<file path="src/rtl/ts_sequencer.sv">
module ts_sequencer #(
  parameter int W       = 32,
  parameter int NROW    = 9,
  parameter int NCOL    = 6,
  parameter int NMAC    = 8,
  parameter int MAC_LAT = 13,
  parameter int NSW     = 2,
  parameter logic [NSW-1:0] SW_KIND = {{(NSW-1){1'b0}}, 1'b1},
  parameter logic [NROW*NCOL*W-1:0] COEF = '0
) (
  input  logic                 clk,
  input  logic                 rst_n,
  input  logic                 step_start,
  input  logic [W-1:0]         ext_src,
  input  logic [NSW-1:0]       gate_cmd,
  output logic                 mac_valid,
  output logic                 mac_first,
  output logic                 mac_last,
  output logic [W-1:0]         mac_var,
  output logic [NMAC*W-1:0]    mac_coef_a,
  output logic [NMAC*W-1:0]    mac_coef_b,
  input  logic [NMAC*W-1:0]    mac_res_a,
  input  logic [NMAC*W-1:0]    mac_res_b,
  input  logic [NMAC-1:0]      mac_res_valid,
  output logic                 busy,
  output logic                 step_done,
  output logic                 overrun,
  output logic [NSW-1:0]       sw_closed,
  output logic [NCOL*W-1:0]    hist_out,
  output logic [NROW*W-1:0]    row_out
);
  localparam int STEP_LEN = 1 + NCOL + MAC_LAT;
  localparam int CW       = $clog2(STEP_LEN + 1);
  localparam int IW       = (NCOL > 1) ? $clog2(NCOL) : 1;
  localparam int NP       = NCOL - 1 - NSW;
  localparam int NSLOT    = 2 * NMAC;

  function automatic logic [W-1:0] coef_at(int r, int c);
    if (r < NROW) return COEF[(r*NCOL+c)*W +: W];
    return '0;
  endfunction

  logic [CW-1:0] cnt;
  logic          busy_q, done_q, ovr_q;
  logic          vld_q, first_q, last_q;
  logic [W-1:0]  var_q;
  logic [W-1:0]  ca_q [NMAC];
  logic [W-1:0]  cb_q [NMAC];
  logic [W-1:0]  res  [NSLOT];
  logic [W-1:0]  hp_q [NP+1];
  logic [W-1:0]  hs_q [NSW];
  logic [W-1:0]  hist [NCOL];
  logic [W-1:0]  row_q [NROW];
  logic          sw_q [NSW];

  wire           accept  = step_start & ~busy_q;
  wire           commit  = busy_q & (cnt == CW'(STEP_LEN - 1));
  wire           feeding = busy_q & (cnt < CW'(NCOL));
  wire [IW-1:0]  col     = cnt[IW-1:0];

  always_ff @(posedge clk) begin
    if (!rst_n) begin
      busy_q <= 1'b0;
      cnt    <= '0;
      done_q <= 1'b0;
      ovr_q  <= 1'b0;
    end else begin
      done_q <= commit;
      ovr_q  <= step_start & busy_q;
      if (accept) begin
        busy_q <= 1'b1;
        cnt    <= '0;
      end else if (busy_q) begin
        if (commit) busy_q <= 1'b0;
        else        cnt    <= cnt + 1'b1;
      end
    end
  end

  always_ff @(posedge clk) begin
    if (!rst_n) begin
      vld_q   <= 1'b0;
      first_q <= 1'b0;
      last_q  <= 1'b0;
      var_q   <= '0;
    end else begin
      vld_q   <= feeding;
      first_q <= feeding & (cnt == '0);
      last_q  <= feeding & (cnt == CW'(NCOL - 1));
      var_q   <= feeding ? hist[col] : '0;
    end
  end

  for (genvar l = 0; l < NMAC; l++) begin : g_lane
    always_ff @(posedge clk) begin
      if (!rst_n) begin
        ca_q[l] <= '0;
        cb_q[l] <= '0;
      end else begin
        ca_q[l] <= feeding ? coef_at(l, int'(col)) : '0;
        cb_q[l] <= feeding ? coef_at(l + NMAC, int'(col)) : '0;
      end
    end
    assign mac_coef_a[l*W +: W] = ca_q[l];
    assign mac_coef_b[l*W +: W] = cb_q[l];
    assign res[l]        = mac_res_a[l*W +: W];
    assign res[l + NMAC] = mac_res_b[l*W +: W];
  end

  always_ff @(posedge clk) begin
    if (!rst_n) begin
      for (int r = 0; r < NROW; r++) row_q[r] <= '0;
      for (int j = 0; j <= NP; j++) hp_q[j] <= '0;
    end else if (commit) begin
      for (int r = 0; r < NROW; r++) row_q[r] <= res[r];
      hp_q[0] <= ext_src;
      for (int j = 1; j <= NP; j++) hp_q[j] <= res[j-1];
    end
  end

  for (genvar k = 0; k < NSW; k++) begin : g_sw
    localparam int RI = NP + 2*k;
    wire [W-1:0] cur    = res[RI];
    wire [W-1:0] vt     = res[RI + 1];
    wire         i_zero = ~|cur[W-2:0];
    wire         v_zero = ~|vt[W-2:0];
    wire         i_neg  = cur[W-1] & ~i_zero;
    wire         v_neg  = vt[W-1] & ~v_zero;
    logic        nxt;
    if (SW_KIND[k]) begin : g_igbt
      assign nxt = gate_cmd[k] | (sw_q[k] & (i_neg | i_zero)) | (~sw_q[k] & v_neg);
    end else begin : g_diode
      assign nxt = (sw_q[k] & ~i_neg) | (~sw_q[k] & ~v_neg);
    end
    always_ff @(posedge clk) begin
      if (!rst_n) begin
        sw_q[k] <= 1'b0;
        hs_q[k] <= '0;
      end else if (commit) begin
        sw_q[k] <= nxt;
        hs_q[k] <= nxt ? {~cur[W-1], cur[W-2:0]} : vt;
      end
    end
    assign sw_closed[k]      = sw_q[k];
    assign hist[NP + 1 + k]  = hs_q[k];
  end

  for (genvar j = 0; j <= NP; j++) begin : g_hp
    assign hist[j] = hp_q[j];
  end

  for (genvar j = 0; j < NCOL; j++) begin : g_ho
    assign hist_out[j*W +: W] = hist[j];
  end

  for (genvar r = 0; r < NROW; r++) begin : g_ro
    assign row_out[r*W +: W] = row_q[r];
  end

  assign busy      = busy_q;
  assign step_done = done_q;
  assign overrun   = ovr_q;
  assign mac_valid = vld_q;
  assign mac_first = first_q;
  assign mac_last  = last_q;
  assign mac_var   = var_q;
endmodule

</file>
<file path="config.mk">
export PLATFORM = sky130hd
export DESIGN_NAME = ts_sequencer
export DESIGN_NICKNAME = d
export VERILOG_FILES = /design/src/rtl/ts_sequencer.sv
export SDC_FILE = /design/constraint.sdc
export NUM_CORES = 1
export LEC_CHECK = 0
export BUFFER_PORTS_ARGS = -buffer_cell sky130_fd_sc_hd__clkbuf_2
export CAP_MARGIN = 15
export CORE_AREA = 2 2 611 613
export CTS_CLUSTER_SIZE = 20
export DETAILED_ROUTE_END_ITERATION = 7
export DIE_AREA = 0 0 613 615
export GPL_ROUTABILITY_DRIVEN = 1
export GPL_TIMING_DRIVEN = 0
export PLACE_DENSITY = 0.3
export SYNTH_ARGS = -nofsm -noshare
export SYNTH_HDL_FRONTEND = slang
export SYNTH_SLANG_ARGS = --single-unit
</file>
<file path="constraint.sdc">
create_clock -name clk -period 31.6 [get_ports clk]
set_input_delay 6.32 -clock clk [delete_from_list [all_inputs] [get_ports clk]]
set_output_delay 6.32 -clock clk [all_outputs]
set_load 0.02 [all_outputs]
</file>
==> impl_metrics.yaml <==
run_status:
  status: "finished clean"
worst_hold_path:
  hold_path.class: "reg2reg"
yosys:
  yosys-top-cells-count: "610 x sky130_fd_sc_hd__buf_4, 385 x sky130_fd_sc_hd__edfxtp_1, 319 x sky130_fd_sc_hd__and2_1, 86 x sky130_fd_sc_hd__mux2_2, 51 x sky130_fd_sc_hd__clkbuf_1"
  number_of_enable_flip_flop_cells_after_synthesis: 385
  synth_top_area_share_pct: 52.4
  cell_area_after_synthesis_um2: 22000
  synthMostInstantiatedCell: "sky130_fd_sc_hd__buf_4"
  ys_dominant_reg_cell: "sky130_fd_sc_hd__edfxtp_1"
  number_of_different_library_cells_in_the_post_synthesis_netlist: 38
  yosys_warnings: 0
  synth.top_cells.by_area: "sky130_fd_sc_hd__edfxtp_1 52%, sky130_fd_sc_hd__buf_4 21%, sky130_fd_sc_hd__and2_1 9.1%"
  ys_ff_latch: 429
  synth_sequential_area_ratio_pct: 56.4
  syn-mean-instance-area_um2: 12.9
  share_of_flip_flops_with_an_asynchronous_set_or_reset_after_synthesis_pct: 0
  synthCells: 1706
  synth.largest_area_cell: "sky130_fd_sc_hd__edfxtp_1"
die:
  placement_rows: 224
  ioPinCount: 1589
  chipHeight_um: 615
  core_area_um2: 371000
  initial_utilization_pct: 5.95
  floorplan.die_area_um2: 377000
  die_width_um: 613
timing:
  tightest_slew_ns: 1.07
  timing.final.setup_violations: 0
  headroom_to_the_max_slew_limit_pct: 28.4
  achievable-frequency_mhz: 106
  timing.final.max_slew_violations: 0
  layout_worst_path_cycle_share_pct: 29.9
  fin_worst_skew_ns: 0.0907
  fin_worst_hold_slack_ns: 0.530
  final.setup.worst_slack_ns: 22.16
  layout_min_cycle_time_ns: 9.44
  unrepaired_setup_endpoints_after_global_routing: "false"
  finalHoldViolations: 0
place:
  placed_area_um2: 35000
  place.gp.congestion: 0.819
  hpwlAfterDp_um: 152000
  portBuffers: 843
  post_placement_worst_setup_slack_ns: 20.97
  place.detailed.instances: 8060
critical_path:
  timing.critical_path.fanout_max: 10
  critical_path_cell_sequence: "clkbuf_2 -> nand2_1 -> or2_1 -> inv_1 -> buf_2 -> buf_2 -> clkbuf_1 -> buf_8 -> and2_1"
  slowest_delay_ns: 0.82
  crit_path_frequent_cell: "sky130_fd_sc_hd__buf_2"
  cp-end-kind: "flop"
  path_buf_inv: 6
  criticalPathCategory: "in2reg"
  cp.required_ns: 32.12
  crit_slowest_cell: "sky130_fd_sc_hd__buf_2"
  critPathTopFamily: "buffers and inverters"
  worstPathArrival_ns: 9.96
  critPathLaunchType: "primary input"
global_routing:
  grt.total_usage_pct: 8.77
  antenna_violations_before_repair: 34
  globalRouteOverflowTotal: 0
  grt_max_degree: 28
  grt_pass1_vias: 17737
  grt_first_pass_wirelength_um: 210000
clock_tree:
  ctsHoldBuffers: 0
  cts_setup_buffers: 0
  root_buffer: "sky130_fd_sc_hd__clkbuf_16"
  cts-htree-levels: 3
  tritoncts.num_buffers: 71
  clk_transition_reported_paths_ns: 0.07
  cts_tree: "yes"
  cts_resized: 0
  cts.path.max_buffers: 4
  clock_sinks: 429
  clock_latency_ns: 0.80
power_and_ir_drop:
  worst_ir_drop_vdd_mv: 0.0341
  pwr_density_cell_nw_per_um2: 45.5
  power_leakage_nw: 16.2
drt:
  drtAntennaViolNets: 0
  first_iter_violations: 784
  drt_pre_antenna_iters: 5
  vias_per_cell: 2.10
  routed_wl_um: 172000
  wl_per_instance_um: 21.0
  vias: 17167
  remaining_drc_errors: 0
finish:
  final_cell_count_no_fill: 8187
  drive_gt1_share_pct: 53.8
  fin_util_pct: 10.0
  layout.nets: 3722
  area_delta_synth_final_pct: 68.5
  fillCellCount: 42947
  finish.instance_area_um2: 37200
run:
  max_cap_violations: 0
[registers in the layout, indices dropped and copies added, names as in the netlist]
signal / count
busy: 1
cnt: 5
hp_q: 63
hs_q: 64
mac_first: 1
mac_last: 1
mac_valid: 1
mac_var: 32
overrun: 1
row_q: 257
step_done: 1
sw_q: 2
[final cells by class]
| class | count | area (um2) | share of cell area (%) |
|---|---|---|---|
| sequential | 429 | 12400 | 33.5 |
| multi-input combinational | 1109 | 6680 | 18.0 |
| tap | 4972 | 6220 | 16.7 |
| buffer | 673 | 4860 | 13.1 |
| timing repair buffer | 872 | 4810 | 12.9 |
| clock buffer | 92 | 1880 | 5.05 |
| clock inverter | 29 | 235 | 0.633 |
| inverter | 6 | 22.5 | 0.0606 |
| antenna | 5 | 12.5 | 0.0337 |
[report_power, final]
group	internal [W]	switching (W)
registers	0.000635	0.0000188
logic	0.0000955	0.000173
clock network	0.000436	0.000331
[routing by layer]
| metal | part of all wire [%] | up-vias | GRT usage, % |
|---|---|---|---|
| met1 | 36 | 8472 | 9.03 |
| met4 | 2.6 | 8 | 2.30 |
| met3 | 7.0 | 145 | 2.38 |
| li1 | - | 7691 | - |
| met2 | 55 | 851 | 17.1 |
| met5 | 0.032 | - | 0 |
[worst register-to-register path, stage by stage (launching register included)]
cell and delay (ns):
sky130_fd_sc_hd__dfxtp_1 0.32, sky130_fd_sc_hd__clkbuf_1 0.45, sky130_fd_sc_hd__nand2_1 0.41, sky130_fd_sc_hd__or2_1 0.44, sky130_fd_sc_hd__inv_1 0.35, sky130_fd_sc_hd__buf_2 0.60, sky130_fd_sc_hd__buf_2 0.83, sky130_fd_sc_hd__clkbuf_1 0.48
sky130_fd_sc_hd__buf_8 0.20, sky130_fd_sc_hd__and2_1 0.33
[cell usage in the layout (no fill, tap or decap), drive strengths merged, types with 2 or more instances in the layout]
cell	synthesis	routed
clkbuf	51	986
xnor2	2	2
conb	1	512
and2	320	320
nor4	28	28
nand3	3	3
a21oi	3	3
xor2	2	2
nor2	44	44
mux2	96	96
inv	5	11
o21ai	5	5
dfxtp	44	44
mux4	32	32
buf	622	651
nand2	6	6
ha	3	3
nand4	9	9
clkinvlp	0	4
nor3	3	3
clkinv	1	18
a22oi	32	32
bufinv	0	2
edfxtp	385	385
diode	0	5
[worst paths after layout]
kind | startpoint | end | slack, ns | cells after the start
worst min-delay path | cnt[2] | mac_valid | 0.53 | 1
worst max-delay path | rst_n | row_q[0][271] | 22.16 | 9
worst min register to register | cnt[2] | mac_valid | 0.53 | 1
worst max register to register | busy | row_q[0][271] | 26.91 | 9
[per-stage QoR]
step                       TNS, ns  power, W
final                            0   0.00169
after global routing             0   0.00177
after CTS                        0   0.00174
after detailed placement         0  0.000940
after global placement    -7524.05  0.000981
after floorplan                  0  0.000846
[cells by family after synthesis]
group	share of synthesized area [%]
compound gates	1.46
mux	8.37
buf+inv	22.1
simple gates	11.3
xor+xnor	0.159
fa+ha+maj	0.170
flops	56.4
other cells	0.0170
No activity file was read; power rests on OpenSTA's default activity.
